### src/rtl/stw_pkg.sv
// Shared constants for the status word unit.
// Assumes a 32-bit word with flags in the top nibble and mode in bits 4:0.
package stw_pkg;
    localparam int WORD_W  = 32;
    localparam int IMM_W   = 8;
    localparam int ROT_W   = 4;
    localparam int MODE_W  = 5;

    localparam logic [MODE_W-1:0] MODE_USR = 5'h10;
    localparam logic [MODE_W-1:0] MODE_SYS = 5'h1F;

    localparam logic [WORD_W-1:0] LIVE_FLAG_BITS = 32'hF000_0000;
    localparam logic [WORD_W-1:0] LIVE_CTRL_BITS = 32'h0000_00CF;
    localparam logic [WORD_W-1:0] SAVE_OK_BITS   = 32'hF000_00EF;
    localparam logic [WORD_W-1:0] MODE_HI_BIT    = 32'h0000_0010;
    localparam logic [WORD_W-1:0] SAVE_RST_VAL   = 32'h0000_0010;

    // True for modes that own a saved word.
    function automatic logic mode_has_saved(input logic [MODE_W-1:0] m);
        return (m != MODE_USR) && (m != MODE_SYS);
    endfunction
endpackage

### src/rtl/stw_imm_rot.sv
// Expands an immediate field into a full word: constant rotated right by
// twice the rotate field. Purely combinational.
module stw_imm_rot #(
    parameter int DATA_W = 32,
    parameter int IMM_W  = 8,
    parameter int ROT_W  = 4
) (
    input  logic [IMM_W+ROT_W-1:0] field,
    output logic [DATA_W-1:0]      value
);
    localparam int AMT_W = ROT_W + 1;

    logic [DATA_W-1:0] ext;
    logic [AMT_W-1:0]  amt;

    // Zero-extend constant and double the rotate count.
    always_comb begin
        ext   = DATA_W'(field[IMM_W-1:0]);
        amt   = {field[IMM_W+ROT_W-1:IMM_W], 1'b0};
        value = (ext >> amt) | (ext << (DATA_W - int'(amt)));
    end
endmodule

### src/rtl/stw_byte_mask.sv
// Turns per-field enables into a bit mask: one enable for the top byte,
// one for the bottom byte. Middle bytes never enabled.
module stw_byte_mask #(
    parameter int DATA_W = 32
) (
    input  logic              en_lo,
    input  logic              en_hi,
    output logic [DATA_W-1:0] mask
);
    localparam int NBYTES = DATA_W / 8;

    for (genvar b = 0; b < NBYTES; b++) begin : g_byte
        if (b == 0) begin : g_lo
            assign mask[8*b +: 8] = {8{en_lo}};
        end else if (b == NBYTES - 1) begin : g_hi
            assign mask[8*b +: 8] = {8{en_hi}};
        end else begin : g_mid
            assign mask[8*b +: 8] = 8'h00;
        end
    end
endmodule

### src/rtl/stw_unit.sv
// Live and saved program status words with privilege-gated masked writes,
// flag updates and restore. Assumes one update source wins per cycle.
module stw_unit
    import stw_pkg::*;
#(
    parameter logic [MODE_W-1:0] RST_MODE = 5'h13
) (
    input  logic                 clk,
    input  logic                 rst_n,
    input  logic                 wr_en,
    input  logic                 wr_tgt_saved,
    input  logic                 wr_imm_sel,
    input  logic                 fld_ctrl,
    input  logic                 fld_flag,
    input  logic [WORD_W-1:0]    reg_opnd,
    input  logic [IMM_W+ROT_W-1:0] imm_field,
    input  logic                 flag_we,
    input  logic [3:0]           flag_nzcv,
    input  logic                 restore_req,
    input  logic                 rd_saved_sel,
    output logic [WORD_W-1:0]    rd_data,
    output logic [WORD_W-1:0]    cur_word,
    output logic [WORD_W-1:0]    sav_word,
    output logic [MODE_W-1:0]    cur_mode
);
    localparam logic [WORD_W-1:0] LIVE_RST_VAL =
        {{(WORD_W-8){1'b0}}, 2'b11, 1'b0, RST_MODE};

    logic [WORD_W-1:0] live_q, save_q;
    logic [WORD_W-1:0] imm_val, src, byte_en;
    logic [WORD_W-1:0] live_m, save_m, live_wr_val, save_wr_val;
    logic              priv, has_sav, live_wr, save_wr, do_rest;

    stw_imm_rot #(.DATA_W(WORD_W), .IMM_W(IMM_W), .ROT_W(ROT_W)) u_rot (
        .field (imm_field),
        .value (imm_val)
    );

    stw_byte_mask #(.DATA_W(WORD_W)) u_mask (
        .en_lo (fld_ctrl),
        .en_hi (fld_flag),
        .mask  (byte_en)
    );

    // Decode privilege, pick source, build the masked write values.
    always_comb begin
        priv    = live_q[MODE_W-1:0] != MODE_USR;
        has_sav = mode_has_saved(live_q[MODE_W-1:0]);
        src     = wr_imm_sel ? imm_val : reg_opnd;
        live_wr = wr_en && !wr_tgt_saved;
        save_wr = wr_en && wr_tgt_saved && has_sav;
        do_rest = restore_req && has_sav;
        live_m  = byte_en & (LIVE_FLAG_BITS | (priv ? LIVE_CTRL_BITS : '0));
        save_m  = byte_en & SAVE_OK_BITS;
        live_wr_val = (live_q & ~live_m) | (src & live_m);
        if ((live_m & LIVE_CTRL_BITS) != '0) begin
            live_wr_val = live_wr_val | MODE_HI_BIT;
        end
        save_wr_val = (save_q & ~save_m) | (src & save_m);
    end

    // Live word: restore beats explicit write beats flag update.
    always_ff @(posedge clk) begin
        if (!rst_n) begin
            live_q <= LIVE_RST_VAL;
        end else if (do_rest) begin
            live_q <= save_q;
        end else if (live_wr) begin
            live_q <= live_wr_val;
        end else if (flag_we) begin
            live_q <= {flag_nzcv, live_q[WORD_W-5:0]};
        end
    end

    // Saved word: masked write only in modes that own one.
    always_ff @(posedge clk) begin
        if (!rst_n) begin
            save_q <= SAVE_RST_VAL;
        end else if (save_wr) begin
            save_q <= save_wr_val;
        end
    end

    // Output drive.
    always_comb begin
        cur_word = live_q;
        sav_word = save_q;
        cur_mode = live_q[MODE_W-1:0];
        rd_data  = rd_saved_sel ? save_q : live_q;
    end
endmodule

### config.mk
export PLATFORM = sky130hd
export DESIGN_NAME = stw_unit
export DESIGN_NICKNAME = d
export VERILOG_FILES = /design/src/rtl/stw_pkg.sv /design/src/rtl/stw_imm_rot.sv /design/src/rtl/stw_byte_mask.sv /design/src/rtl/stw_unit.sv
export SDC_FILE = /design/constraint.sdc
export NUM_CORES = 1
export LEC_CHECK = 0
export BUFFER_PORTS_ARGS = -buffer_cell sky130_fd_sc_hd__buf_2
export CAP_MARGIN = 30
export CORE_AREA = 2 2 82 68
export CTS_BUF_LIST = sky130_fd_sc_hd__clkbuf_4
export CTS_CLUSTER_SIZE = 8
export DETAILED_ROUTE_END_ITERATION = 8
export DIE_AREA = 0 0 84 70
export PLACE_DENSITY = 0.95
export SYNTH_ARGS = -nofsm -noshare
export SYNTH_HDL_FRONTEND = slang
export SYNTH_SLANG_ARGS = --single-unit
### constraint.sdc
create_clock -name clk -period 3.4 [get_ports clk]
set_clock_uncertainty 0.05 [all_clocks]
set_input_delay 0.68 -clock clk [delete_from_list [all_inputs] [get_ports clk]]
set_output_delay 0.68 -clock clk [all_outputs]
set_load 0.03 [all_outputs]
==> results.sh <==
export IMPL_start_util=0.436
export IMPL_min_from="cur_word[5]"
export IMPL_vias_per_cell=5.28
export IMPL_final_cell_area_um2=2400
export IMPL_vdd_drop_max_v=0.000138
export IMPL_cts_max_path_buffers=2
export IMPL_finalSetupViolCount=0
export IMPL_std_cell_rows=24
export IMPL_synthTopCellsByCount="69 x buf_4, 23 x dfxtp_1, 16 x nor2_1"
export IMPL_clk_pin_slew_ns=0.12
export IMPL_drc=0
export IMPL_antenna_found_initial=0
export IMPL_gp_congestion=0.883
export IMPL_track_usage=0.180
export IMPL_final_max_slew_viol_count=0
export IMPL_synthDominantCellAreaShare=0.228
export IMPL_r2r_end="cur_word[31]"
export IMPL_async_reset_ff_frac=0
export IMPL_avgSynthCellArea_um2=8.16
export IMPL_min_period_ns=2.59
export IMPL_diodes=0
export IMPL_cap_violations=0
export IMPL_firstDrtPassIters=4
export IMPL_nets=396
export IMPL_status="complete, no violations"
export IMPL_yosysWarnings=0
export IMPL_vias=2118
export IMPL_relSlewSlack=0.588
export IMPL_p_leak_nw=1.19
export IMPL_ys_flop_type="dfxtp_1"
export IMPL_drive_gt1_frac=0.310
export IMPL_yosysMostFrequentCell="buf_4"
export IMPL_die_h_um=70
export IMPL_area_growth_pct=6.02
export IMPL_clock_fmax_mhz=386
export IMPL_netlist_instances=278
export IMPL_power_density_nw_per_um2=327
export IMPL_grt_max_degree=23
export IMPL_dr_first_iter_drc_count=176
export IMPL_clk_insertion_delay_late_ns=0.31
export IMPL_synth_edf_count=0
export IMPL_grt_pass1_vias=1826
export IMPL_fillers=512
export IMPL_reg2reg_from="cur_word[0]"
export IMPL_tns_ns=0
export IMPL_die_area_um2=5880
export IMPL_worstHoldPathCells=2
export IMPL_cp_start_kind="input pin"
export IMPL_yosysUniqueCellTypes=60
export IMPL_grt_pass1_wl_mm=8.72
export IMPL_finalPower_uw=787
export IMPL_synth_area_um2=2270
export IMPL_drt_total_wl_mm=5.64
export IMPL_cts_sinks=23
export IMPL_tightestPinTransition_ns=0.610
export IMPL_rr_worst_depth=5
export IMPL_reg2reg_slack_ns=1.43
export IMPL_cts_buffers=3
export IMPL_placed_area_um2=2380
export IMPL_cts_tree="done"
export IMPL_synth_area_top_cells="buf_4 23%, dfxtp_1 20%, mux2_2 6.0%"
export IMPL_yosys_area_top_type="buf_4"
export IMPL_ys_seq_area_frac=0.203
export IMPL_whs_endpoint="cur_word[5]"
export IMPL_pin_count=159
export IMPL_cts_root_buffer="clkbuf_4"
export IMPL_rsz0062_at_grt="false"
export IMPL_wl_per_cell_um=14.1
export IMPL_htreeDepth=1
export IMPL_io_buffer_count=76
export IMPL_post_cts_buffers=0
export IMPL_end_kind="register"
export IMPL_required_ns=3.57
export IMPL_cp_data_arrival_time_ns=2.76
export IMPL_period_share=0.762
export IMPL_hold_viol_final=0
export IMPL_grt_ovfl_total=0
export IMPL_critical_path_class="input pin to register"
export IMPL_holdBufCountCts=0
export IMPL_core_um2=5190
export IMPL_post_cts_resized=0
export IMPL_drtAntennaViolNets=0
export IMPL_hold_class="register to register"
export IMPL_ys_ff_latch=23
export IMPL_hpwlAfterDp_mm=4.51
export IMPL_die_w_um=84
export IMPL_worstPathMaxFanout=22
## where the power goes
part	switching, mW	internal, mW	leakage (nW)
Clock	0.0804	0.0439	0.0177
Sequential	0.0189	0.285	0.188
Combinational	0.261	0.0978	0.979
## sequential cells by signal, indices dropped and copies added, names as in the netlist
name / cells
cur_word: 12
sav_word: 11
## cell usage in the layout, fill, tap and decap left out, types with 3 or more instances in the layout
| cell type | synthesis | final |
|---|---|---|
| nand2b_1 | 3 | 3 |
| a31oi_1 | 6 | 6 |
| o2111ai_1 | 3 | 3 |
| o21ai_0 | 9 | 9 |
| nand4_1 | 6 | 6 |
| nor2b_1 | 6 | 6 |
| a21oi_1 | 9 | 9 |
| mux2i_1 | 6 | 6 |
| mux2_2 | 12 | 12 |
| nand3_1 | 8 | 8 |
| nand3b_1 | 6 | 6 |
| inv_1 | 4 | 4 |
| a22o_1 | 7 | 7 |
| clkbuf_4 | 0 | 3 |
| conb_1 | 2 | 61 |
| nand2_1 | 14 | 14 |
| a211o_1 | 6 | 6 |
| or3_1 | 3 | 3 |
| buf_2 | 3 | 76 |
| dfxtp_1 | 23 | 23 |
| nor2_1 | 16 | 16 |
| a22oi_1 | 5 | 5 |
## per-stage QoR
stage                     utilization  worst slack (ns)  instances  hold WS, ns
final                           0.463             0.808        401        0.453
after global routing            0.463             0.671        401        0.483
after CTS                       0.463             0.825        401        0.460
after detailed placement        0.457             0.494        397        0.445
after global placement          0.457             0.559        397        0.414
after floorplan                     -              1.02        337        0.538
## per-layer routing
layer	vias to the layer above	track usage	wire length (um)
met4	0	0.0466	68
met5	-	0	0
met3	6	0.0296	411
met2	113	0.305	2800
li1	1006	-	-
met1	993	0.238	2360
## kinds of logic (layout without fill, tap and decap cells)
family	Yosys count	after routing	synth area share
DFF	23	23	0.203
buffers and inverters	87	86	0.263
adders and majority gates	1	1	0.00552
and+or+nand+nor	75	75	0.188
other	2	61	0.00331
xor gates and xnor gates	2	2	0.00773
AOI/OAI and AO/OA	68	68	0.224
muxes	20	20	0.106
## worst max-delay path, stage by stage
cell and delay [ns]:
buf_2 0.36, inv_2 0.11, ha_1 0.53, mux4_2 0.41
a311oi_1 0.37, nor2_1 0.10, a22o_1 0.20
## area by class of cell
type,count,area (um2),share of cell area
well taps,65,81.3,0.0338
clock inverters,1,5.00,0.00208
repair buffers,76,380,0.158
clock buffers,3,22.5,0.00937
flip-flops and latches,23,460,0.192
inverters,6,22.5,0.00937
multi-input cells,227,1430,0.596
## how the worst max path moves through the flow
stage,from,cells past startpoint,slack (ns),end
after global routing,imm_field[8],7,0.67,cur_word[6]
after floorplan,imm_field[8],8,1.02,cur_word[6]
final,imm_field[8],7,0.81,sav_word[6]
after detailed placement,imm_field[8],7,0.49,sav_word[6]
after global placement,imm_field[8],7,0.56,cur_word[6]
after CTS,imm_field[8],7,0.82,sav_word[6]
Note: power is estimated with default switching activity, not from simulation.
